<file path="src/rtl/loc_arb_pkg.sv">
package loc_arb_pkg;
  localparam int unsigned N_LOC    = 5;
  localparam int unsigned LW       = $clog2(N_LOC);
  localparam int unsigned DW       = 8;
  localparam int unsigned PRIV_MIN = 3;

  typedef enum logic [1:0] {
    REG_CTRL  = 2'd0,
    REG_STAT  = 2'd1,
    REG_STATE = 2'd2
  } reg_sel_e;

  // matches data bits 3:0 of a control write
  typedef struct packed {
    logic rst_est;
    logic seize;
    logic relinq;
    logic req;
  } ctl_cmd_t;
endpackage

</file>
<file path="src/rtl/loc_prio_pick.sv">
module loc_prio_pick #(
  parameter int unsigned N  = 5,
  parameter int unsigned IW = $clog2(N)
) (
  input  logic [N-1:0]  req_i,
  output logic          any_o,
  output logic [IW-1:0] idx_o
);
  always_comb begin
    any_o = |req_i;
    idx_o = '0;
    for (int i = 0; i < N; i++) begin
      if (req_i[i]) idx_o = IW'(i);
    end
  end
endmodule

</file>
<file path="src/rtl/loc_owner_ctl.sv">
module loc_owner_ctl
  import loc_arb_pkg::*;
#(
  parameter int unsigned N  = N_LOC,
  parameter int unsigned IW = $clog2(N)
) (
  input  logic          clk_i,
  input  logic          rst_ni,
  input  logic          wr_vld_i,
  input  logic [IW-1:0] wr_loc_i,
  input  ctl_cmd_t      cmd_i,
  output logic          own_vld_o,
  output logic [IW-1:0] own_loc_o,
  output logic [N-1:0]  seized_o
);
  logic [N-1:0]  pend_q, pend_n, seized_q, seized_n;
  logic          own_vld_q, own_vld_n;
  logic [IW-1:0] own_loc_q, own_loc_n;
  logic          pick_any;
  logic [IW-1:0] pick_idx;

  loc_prio_pick #(.N(N), .IW(IW)) u_pick (
    .req_i(pend_q),
    .any_o(pick_any),
    .idx_o(pick_idx)
  );

  always_comb begin
    pend_n    = pend_q;
    seized_n  = seized_q;
    own_vld_n = own_vld_q;
    own_loc_n = own_loc_q;
    if (!own_vld_q && pick_any) begin
      own_vld_n        = 1'b1;
      own_loc_n        = pick_idx;
      pend_n[pick_idx] = 1'b0;
    end
    if (wr_vld_i) begin
      if (cmd_i.relinq) begin
        if (own_vld_q && own_loc_q == wr_loc_i) own_vld_n = 1'b0;
      end else if (cmd_i.seize) begin
        if (own_vld_q && wr_loc_i > own_loc_q) begin
          seized_n[own_loc_q] = 1'b1;
          own_loc_n           = wr_loc_i;
          pend_n[wr_loc_i]    = 1'b0;
        end
      end else if (cmd_i.req) begin
        seized_n[wr_loc_i] = 1'b0;
        if (!(own_vld_n && own_loc_n == wr_loc_i)) pend_n[wr_loc_i] = 1'b1;
      end
    end
  end

  always_ff @(posedge clk_i or negedge rst_ni) begin
    if (!rst_ni) begin
      pend_q    <= '0;
      seized_q  <= '0;
      own_vld_q <= 1'b0;
      own_loc_q <= '0;
    end else begin
      pend_q    <= pend_n;
      seized_q  <= seized_n;
      own_vld_q <= own_vld_n;
      own_loc_q <= own_loc_n;
    end
  end

  assign own_vld_o = own_vld_q;
  assign own_loc_o = own_loc_q;
  assign seized_o  = seized_q;
endmodule

</file>
<file path="src/rtl/loc_est_flag.sv">
module loc_est_flag #(
  parameter int unsigned IW       = 3,
  parameter int unsigned PRIV_LOC = 3
) (
  input  logic          clk_i,
  input  logic          rst_ni,
  input  logic          set_req_i,
  input  logic [IW-1:0] set_loc_i,
  input  logic          hash_end_i,
  output logic          est_o
);
  logic est_q;

  always_ff @(posedge clk_i or negedge rst_ni) begin
    if (!rst_ni)                                   est_q <= 1'b1;
    else if (hash_end_i)                           est_q <= 1'b0;
    else if (set_req_i && set_loc_i >= IW'(PRIV_LOC)) est_q <= 1'b1;
  end

  assign est_o = est_q;
endmodule

</file>
<file path="src/rtl/loc_arbiter.sv">
module loc_arbiter
  import loc_arb_pkg::*;
(
  input  logic          clk_i,
  input  logic          rst_ni,
  input  logic [LW-1:0] loc_i,
  input  logic [1:0]    addr_i,
  input  logic          wr_i,
  input  logic [DW-1:0] wdata_i,
  input  logic          rd_i,
  output logic [DW-1:0] rdata_o,
  input  logic          hash_end_i
);
  logic             loc_ok, wr_vld;
  ctl_cmd_t         cmd;
  logic             own_vld, est;
  logic [LW-1:0]    own_loc, own_disp;
  logic [N_LOC-1:0] seized;
  logic [DW-1:0]    rd_val, rdata_q;

  assign loc_ok = loc_i < LW'(N_LOC);
  assign wr_vld = wr_i && loc_ok && (addr_i == REG_CTRL);
  assign cmd    = ctl_cmd_t'(wdata_i[3:0]);

  loc_owner_ctl #(.N(N_LOC), .IW(LW)) u_own (
    .clk_i    (clk_i),
    .rst_ni   (rst_ni),
    .wr_vld_i (wr_vld),
    .wr_loc_i (loc_i),
    .cmd_i    (cmd),
    .own_vld_o(own_vld),
    .own_loc_o(own_loc),
    .seized_o (seized)
  );

  loc_est_flag #(.IW(LW), .PRIV_LOC(PRIV_MIN)) u_est (
    .clk_i     (clk_i),
    .rst_ni    (rst_ni),
    .set_req_i (wr_vld && cmd.rst_est),
    .set_loc_i (loc_i),
    .hash_end_i(hash_end_i),
    .est_o     (est)
  );

  assign own_disp = own_vld ? own_loc : '0;

  always_comb begin
    rd_val = '0;
    unique case (addr_i)
      REG_STAT:  if (loc_ok) rd_val = {{(DW-2){1'b0}}, seized[loc_i], own_vld && own_loc == loc_i};
      REG_STATE: rd_val = {1'b1, {(DW-LW-3){1'b0}}, own_disp, own_vld, est};
      default:   rd_val = '0;
    endcase
  end

  always_ff @(posedge clk_i or negedge rst_ni) begin
    if (!rst_ni)   rdata_q <= '0;
    else if (rd_i) rdata_q <= rd_val;
  end

  assign rdata_o = rdata_q;
endmodule

</file>
<file path="config.mk">
export PLATFORM = sky130hd
export DESIGN_NAME = loc_arbiter
export DESIGN_NICKNAME = d
export VERILOG_FILES = /design/src/rtl/loc_arb_pkg.sv /design/src/rtl/loc_prio_pick.sv /design/src/rtl/loc_owner_ctl.sv /design/src/rtl/loc_est_flag.sv /design/src/rtl/loc_arbiter.sv
export SDC_FILE = /design/constraint.sdc
export NUM_CORES = 1
export LEC_CHECK = 0
export ABC_CLOCK_PERIOD_IN_PS = 3100
export BUFFER_PORTS_ARGS = -buffer_cell sky130_fd_sc_hd__buf_4
export CORE_MARGIN = 3
export CORE_UTILIZATION = 45
export DETAILED_ROUTE_END_ITERATION = 10
export PLACE_DENSITY_LB_ADDON = 0.25
export SKIP_CTS_REPAIR_TIMING = 1
export SYNTH_ARGS = -nofsm -noshare
export SYNTH_HDL_FRONTEND = slang
export SYNTH_HIERARCHICAL = 1
export SYNTH_SLANG_ARGS = --single-unit
</file>
<file path="constraint.sdc">
create_clock -name clk_i -period 3.1 [get_ports clk_i]
set_input_delay 0.62 -clock clk_i [delete_from_list [all_inputs] [get_ports clk_i]]
set_output_delay 0.62 -clock clk_i [all_outputs]
set_load 0.05 [all_outputs]
</file>
=== Word level (Yosys, flattened, before mapping) ===
Index checks and enable logic that the tools add are counted.

* Bits in registers: 23
* Output and inout bits: 8
* Logic and storage cells: 81

* Magnitude comparators: 9
* Equality and inequality tests: 5
* Mux-type cells: 36
* Bitwise operators: 8
* Reductions and logical operators: 17

{| class="wikitable"
|+ Operators with widths
! kind !! number
|-
| $mux W5 || 10
|-
| $mux W3 || 9
|-
| $pmux W8 S2 || 1
|-
| $and A5 B5 Y5 || 3
|-
| $lt A3 B4 Y1 const B || 3
|-
| $logic_and A1 B1 Y1 || 11
|-
| $mux W1 || 11
|-
| $not A5 Y5 || 2
|-
| $or A5 B5 Y5 || 2
|-
| $demux W1 S3 || 3
|-
| $ge A3 B1 Y1 const B || 3
|-
| $eq A3 B3 Y1 || 2
|-
| $reduce_or A5 Y1 || 1
|-
| $reduce_and A4 Y1 || 1
|-
| $reduce_bool A2 Y1 || 2
|-
| $bmux W1 S3 || 1
|-
| $ge A3 B2 Y1 const B || 1
|-
| $gt A3 B3 Y1 || 1
|-
| $lt A3 B3 Y1 const B || 1
|-
| $eq A2 B1 Y1 const B || 1
|-
| $eq A2 B2 Y1 const B || 1
|-
| $logic_not A2 Y1 || 1
|-
| $mux W2 || 1
|-
| $ne A2 B1 Y1 const B || 1
|-
| other kinds (2) || 2
|}

=== Logic depth before layout (Yosys ltp) ===
* Depth after elaboration: 17
* Depth in mapped cells: 8
* Mapped depth without buffers: 8

=== Modules after synthesis ===
The synthesis kept the hierarchy.

{| class="wikitable"
|+ By module, submodules not included
! module !! instances !! cells each !! area each (sq um)
|-
| loc_owner_ctl || 1 || 88 || 878.3
|-
| loc_arbiter || 1 || 43 || 414.1
|-
| loc_est_flag || 1 || 4 || 47.5
|-
| loc_prio_pick || 1 || 8 || 42.5
|}

=== Least setup slack after synthesis ===
No wires, ideal clock.

* Path kind: input to register
* From: input port loc_i[0]
* To: register u_own.pend_q[3]
* Data arrival time: 2164 ps
* Path slack: 801 ps
* Cell stages on the path: 8
* Cells stage by stage: buf_2 -> inv_1 -> ha_1 -> and3_1 -> a211oi_4 -> nand2b_4 -> o311ai_0 -> o21ai_1

* Cells in the longest elaborated chain, start to end: 10
* Elaborated cells between the ends (all ways): 21
* Those cells by class: order compare (4); eq/ne (1); mux (8); bitwise (3); reduce/logical (5)

{| class="wikitable"
|+ RTL lines
! item !! line !! source
|-
| start, declared || loc_arbiter.sv:6 || <nowiki>input logic [LW-1:0] loc_i,</nowiki>
|-
| $lt A3 B4 Y1 (not written as such) or $ge A3 B1 Y1 (tied branches) || loc_owner_ctl.sv:45, loc_owner_ctl.sv:49 ||
|-
| $logic_and A1 B1 Y1 (not written as such) || loc_owner_ctl.sv:45, loc_owner_ctl.sv:49 ||
|-
| $mux W1 (not written as such) || loc_owner_ctl.sv:45, loc_owner_ctl.sv:49 ||
|-
| $demux W1 S3 || n/a ||
|-
| $or A5 B5 Y5 (no source line) or $not A5 Y5 (tied branches) || n/a ||
|-
| $mux W5 or $and A5 B5 Y5 (tied branches) || n/a ||
|-
| $mux W5, on equally long branches || loc_owner_ctl.sv:47, loc_owner_ctl.sv:42 ||
|-
| $mux W5 || loc_owner_ctl.sv:41 || <nowiki>end else if (cmd_i.seize) begin</nowiki>
|-
| $mux W5 || loc_owner_ctl.sv:39 || <nowiki>if (cmd_i.relinq) begin</nowiki>
|-
| $mux W5 (*) || loc_owner_ctl.sv:38 || <nowiki>if (wr_vld_i) begin</nowiki>
|-
| named net u_own.pend_n[3] || loc_owner_ctl.sv:16 || <nowiki>logic [N-1:0] pend_q, pend_n, seized_q, seized_n;</nowiki>
|-
| end signal, assigned || loc_owner_ctl.sv:61 || <nowiki>pend_q <= pend_n;</nowiki>
|-
| end, declared || loc_owner_ctl.sv:16 ||
|}

The timed path passes the listed nets; every way through them passes the cells marked *.
A chain may end at the register's enable or synchronous reset.

=== Worst setup path after layout ===
* From: register u_own.own_loc_q[2] (netlist: u_own/own_loc_o[2])
* To: register u_own.pend_q[3]

* Cells in the longest elaborated chain, start to end: 8
* Elaborated cells between the ends (all ways): 11
* Those cells by class: order compare (1); eq/ne (1); mux (7); reduce/logical (2)

{| class="wikitable"
|+ RTL lines
! item !! line !! source
|-
| start, declared || loc_owner_ctl.sv:18 || <nowiki>logic [IW-1:0] own_loc_q, own_loc_n;</nowiki>
|-
| start signal, assigned || loc_owner_ctl.sv:64 || <nowiki>own_loc_q <= own_loc_n;</nowiki>
|-
| $mux W3 || loc_owner_ctl.sv:33 || <nowiki>if (!own_vld_q && pick_any) begin</nowiki>
|-
| $eq A3 B3 Y1 || loc_owner_ctl.sv:49 || <nowiki>if (!(own_vld_n && own_loc_n == wr_loc_i)) pend_n[wr_loc_i] = 1'b1;</nowiki>
|-
| $logic_and A1 B1 Y1 || loc_owner_ctl.sv:49 ||
|-
| $mux W5 || loc_owner_ctl.sv:49 ||
|-
| $mux W5 || loc_owner_ctl.sv:47 || <nowiki>end else if (cmd_i.req) begin</nowiki>
|-
| $mux W5 (*) || loc_owner_ctl.sv:41 ||
|-
| $mux W5 (*) || loc_owner_ctl.sv:39 ||
|-
| $mux W5 (*) || loc_owner_ctl.sv:38 ||
|-
| named net u_own.pend_n[3] || loc_owner_ctl.sv:16 ||
|}

Marks and branches as above.

==> impl_metrics.yaml <==
final_layout:
  layout.cells.non_filler: 190
  antenna_cells: 0
  drive_above_1_share: 0.2138
  final_common_cell: "dfrtp_1"
  final_nets: 185
  syn_to_final_growth_pct: 11.49
  most-common-layout-cells: "dfrtp_1, buf_4, nor2_1, inv_1, nand2_1"
routing:
  drc: 0
  vias_per_cell: 5.879
  wire_per_inst_um: 15.53
  routed_wl_um: 2951
  ant_nets: 0
  first_pass_iters: 4
  num_vias: 1117
  first_iter_violations: 66
sta:
  maxSlewViolCount: 0
  whs_ns: 0.1762
  finalClockSkew_ns: 0.003263
  layout_setup_ws_ns: 0.8421
  setup_tns_ns: 0
  relSlewSlack: 0.6474
  final.min_clock_period_ns: 2.258
  fmax_mhz: 442.9
  setup_viol: 0
  worst_pin_slew_ns: 0.5272
  final.period_utilization: 0.7284
  finalHoldViolCount: 0
  rsz0062_at_grt: "no"
clock_network:
  cts.sinks: 21
  numCtsBuffers: 3
  cts_tree: "yes"
  root_buffer: "clkbuf_4"
  clk_latency_ns: 0.30
  clk_pin_slew_worst_paths_ns: 0.12
  cts_max_level: 1
  clk_path_buf_depth: 2
synthesis:
  synth-async-reset-ratio: 1.000
  syn-instance-count: 143
  yosys.area.top_type_share: 0.3620
  yosysWarnings: 6
  synth.distinct_cells: 50
  synth.largest_area_cell: "dfrtp_1"
  ys_ff_latch: 21
  ys_top_cells_by_area: "dfrtp_1, ha_1, xnor2_1"
  synth_seq_area_share: 0.3810
  synth-edff-count: 0
  avgSynthCellArea_um2: 9.668
  syn_area_um2: 1383
  synthFlopType: "dfrtp_1"
worst_setup_path:
  worstSetupPathType: "reg2reg"
  cpLargestDelayFamily: "compound AO/OA/AOI/OAI gates"
  crit_slowest_cell: "dfrtp_1"
  crit_required_ns: 3.28
  cp-start-kind: "register"
  cp.depth: 7
  cp_data_arrival_time_ns: 2.44
  worst-path-buf-inv: 1
  crit_path_max_fanout: 8
  r2r_cells: 7
  path_cells: "inv_1, ha_1, and3_1, a211oi_4, nand2b_4, o311ai_0, o21ai_1"
  critPathCaptureType: "register"
  cpPeakStageDelay_ns: 0.50
floorplanning:
  die_h_um: 61.43
  die_x_um: 61.43
  dieArea_um2: 3774
  ios: 26
  core_area_um2: 2853
  start_util: 0.4846
  fp-row-count: 19
global_routing:
  track_usage: 0.1722
  grt_overflow: 0
  grt_pass1_wl_um: 4719
  grt_pass1_vias: 1004
  grt_max_degree: 22
  grt_antenna_before_repair: 0
run_status:
  status: "finished, final reports clean"
power_and_ir_drop:
  peakVddDrop_mv: 0.4644
  total_power_mw: 0.8409
  pwr_density_cell_nw_per_um2: 545.5
  leakagePower_nw: 0.6636
placement:
  placed_cells: 186
  post-place-ws_ns: 0.5492
  dp_hpwl_um: 2212
  portBuffers: 19
  gp_congestion: 0.8598
min_path:
  hold_class: "in2async"
job:
  maxCapViolCount: 0
## per-stage QoR
step                area [um^2]    util
CTS                        1541  0.5404
global route               1541  0.5404
floorplan                  1386       -
finish                     1541  0.5404
global placement           1515  0.5311
detailed placement         1515  0.5311
## cell usage after synthesis, drive strengths merged (3+ instances only)
cell type  instances
dfrtp             20
nor2              12
inv               10
nand2              9
buf                7
ha                 7
o21ai              7
xnor2              7
nor3               6
mux2i              5
nand3              5
nor2b              4
o22ai              4
a21oi              3
and3               3
nand2b             3
## kinds of logic after synthesis
logic type,share of synthesized area
AO/OA/AOI/OAI,0.1765
XOR/XNOR,0.04434
adder cells (fa/ha/maj),0.06335
buffers and inverters,0.06515
flip-flops,0.3810
multiplexers,0.07239
other,0.002712
AND/OR/NAND/NOR,0.1946
## routing by layer
layer,up-vias,part of all wire,track usage
li1,540,-,-
met1,538,0.48,0.2487
met2,35,0.45,0.2538
met3,4,0.051,0.02725
met4,0,0.016,0.07879
met5,-,0,0
## final timing paths
check | from | to | slack, ns
min reg2reg | u_own/seized_o[2] | u_own/seized_o[2] | 0.52
max in group asynchronous | rst_ni | u_est/est_o | 2.66
max reg2reg | u_own/own_loc_o[2] | u_own/pend_q[3] | 0.84
min in group clk_i | hash_end_i | u_est/est_o | 0.42
max | u_own/own_loc_o[2] | u_own/pend_q[3] | 0.84
min | rst_ni | u_own/own_vld_o | 0.18
## power breakdown
part	leakage [nW]	total (mW)	internal [mW]	switching, mW
sequential	0.262	0.391	0.319	0.0717
combinational	0.387	0.317	0.138	0.179
clock	0.0150	0.133	0.0501	0.0829
## state kept, by name (all words and copies together) (netlist names)
| register | cells |
|---|---|
| rdata_o | 6 |
| u_own/pend_q | 5 |
| u_own/seized_o | 5 |
| u_own/own_vld_o | 1 |
| u_est/est_o | 1 |
| u_own/own_loc_o | 3 |
## final cells by class
type | count | area [um^2]
Sequential cell | 21 | 526.8
Fill cell | 271 | 1311
Clock buffer | 4 | 26.28
Inverter | 10 | 37.54
Timing Repair Buffer | 19 | 142.6
Multi-Input combinational cell | 105 | 769.5
Tap cell | 31 | 38.79
No activity file was read; power rests on OpenSTA's default activity.
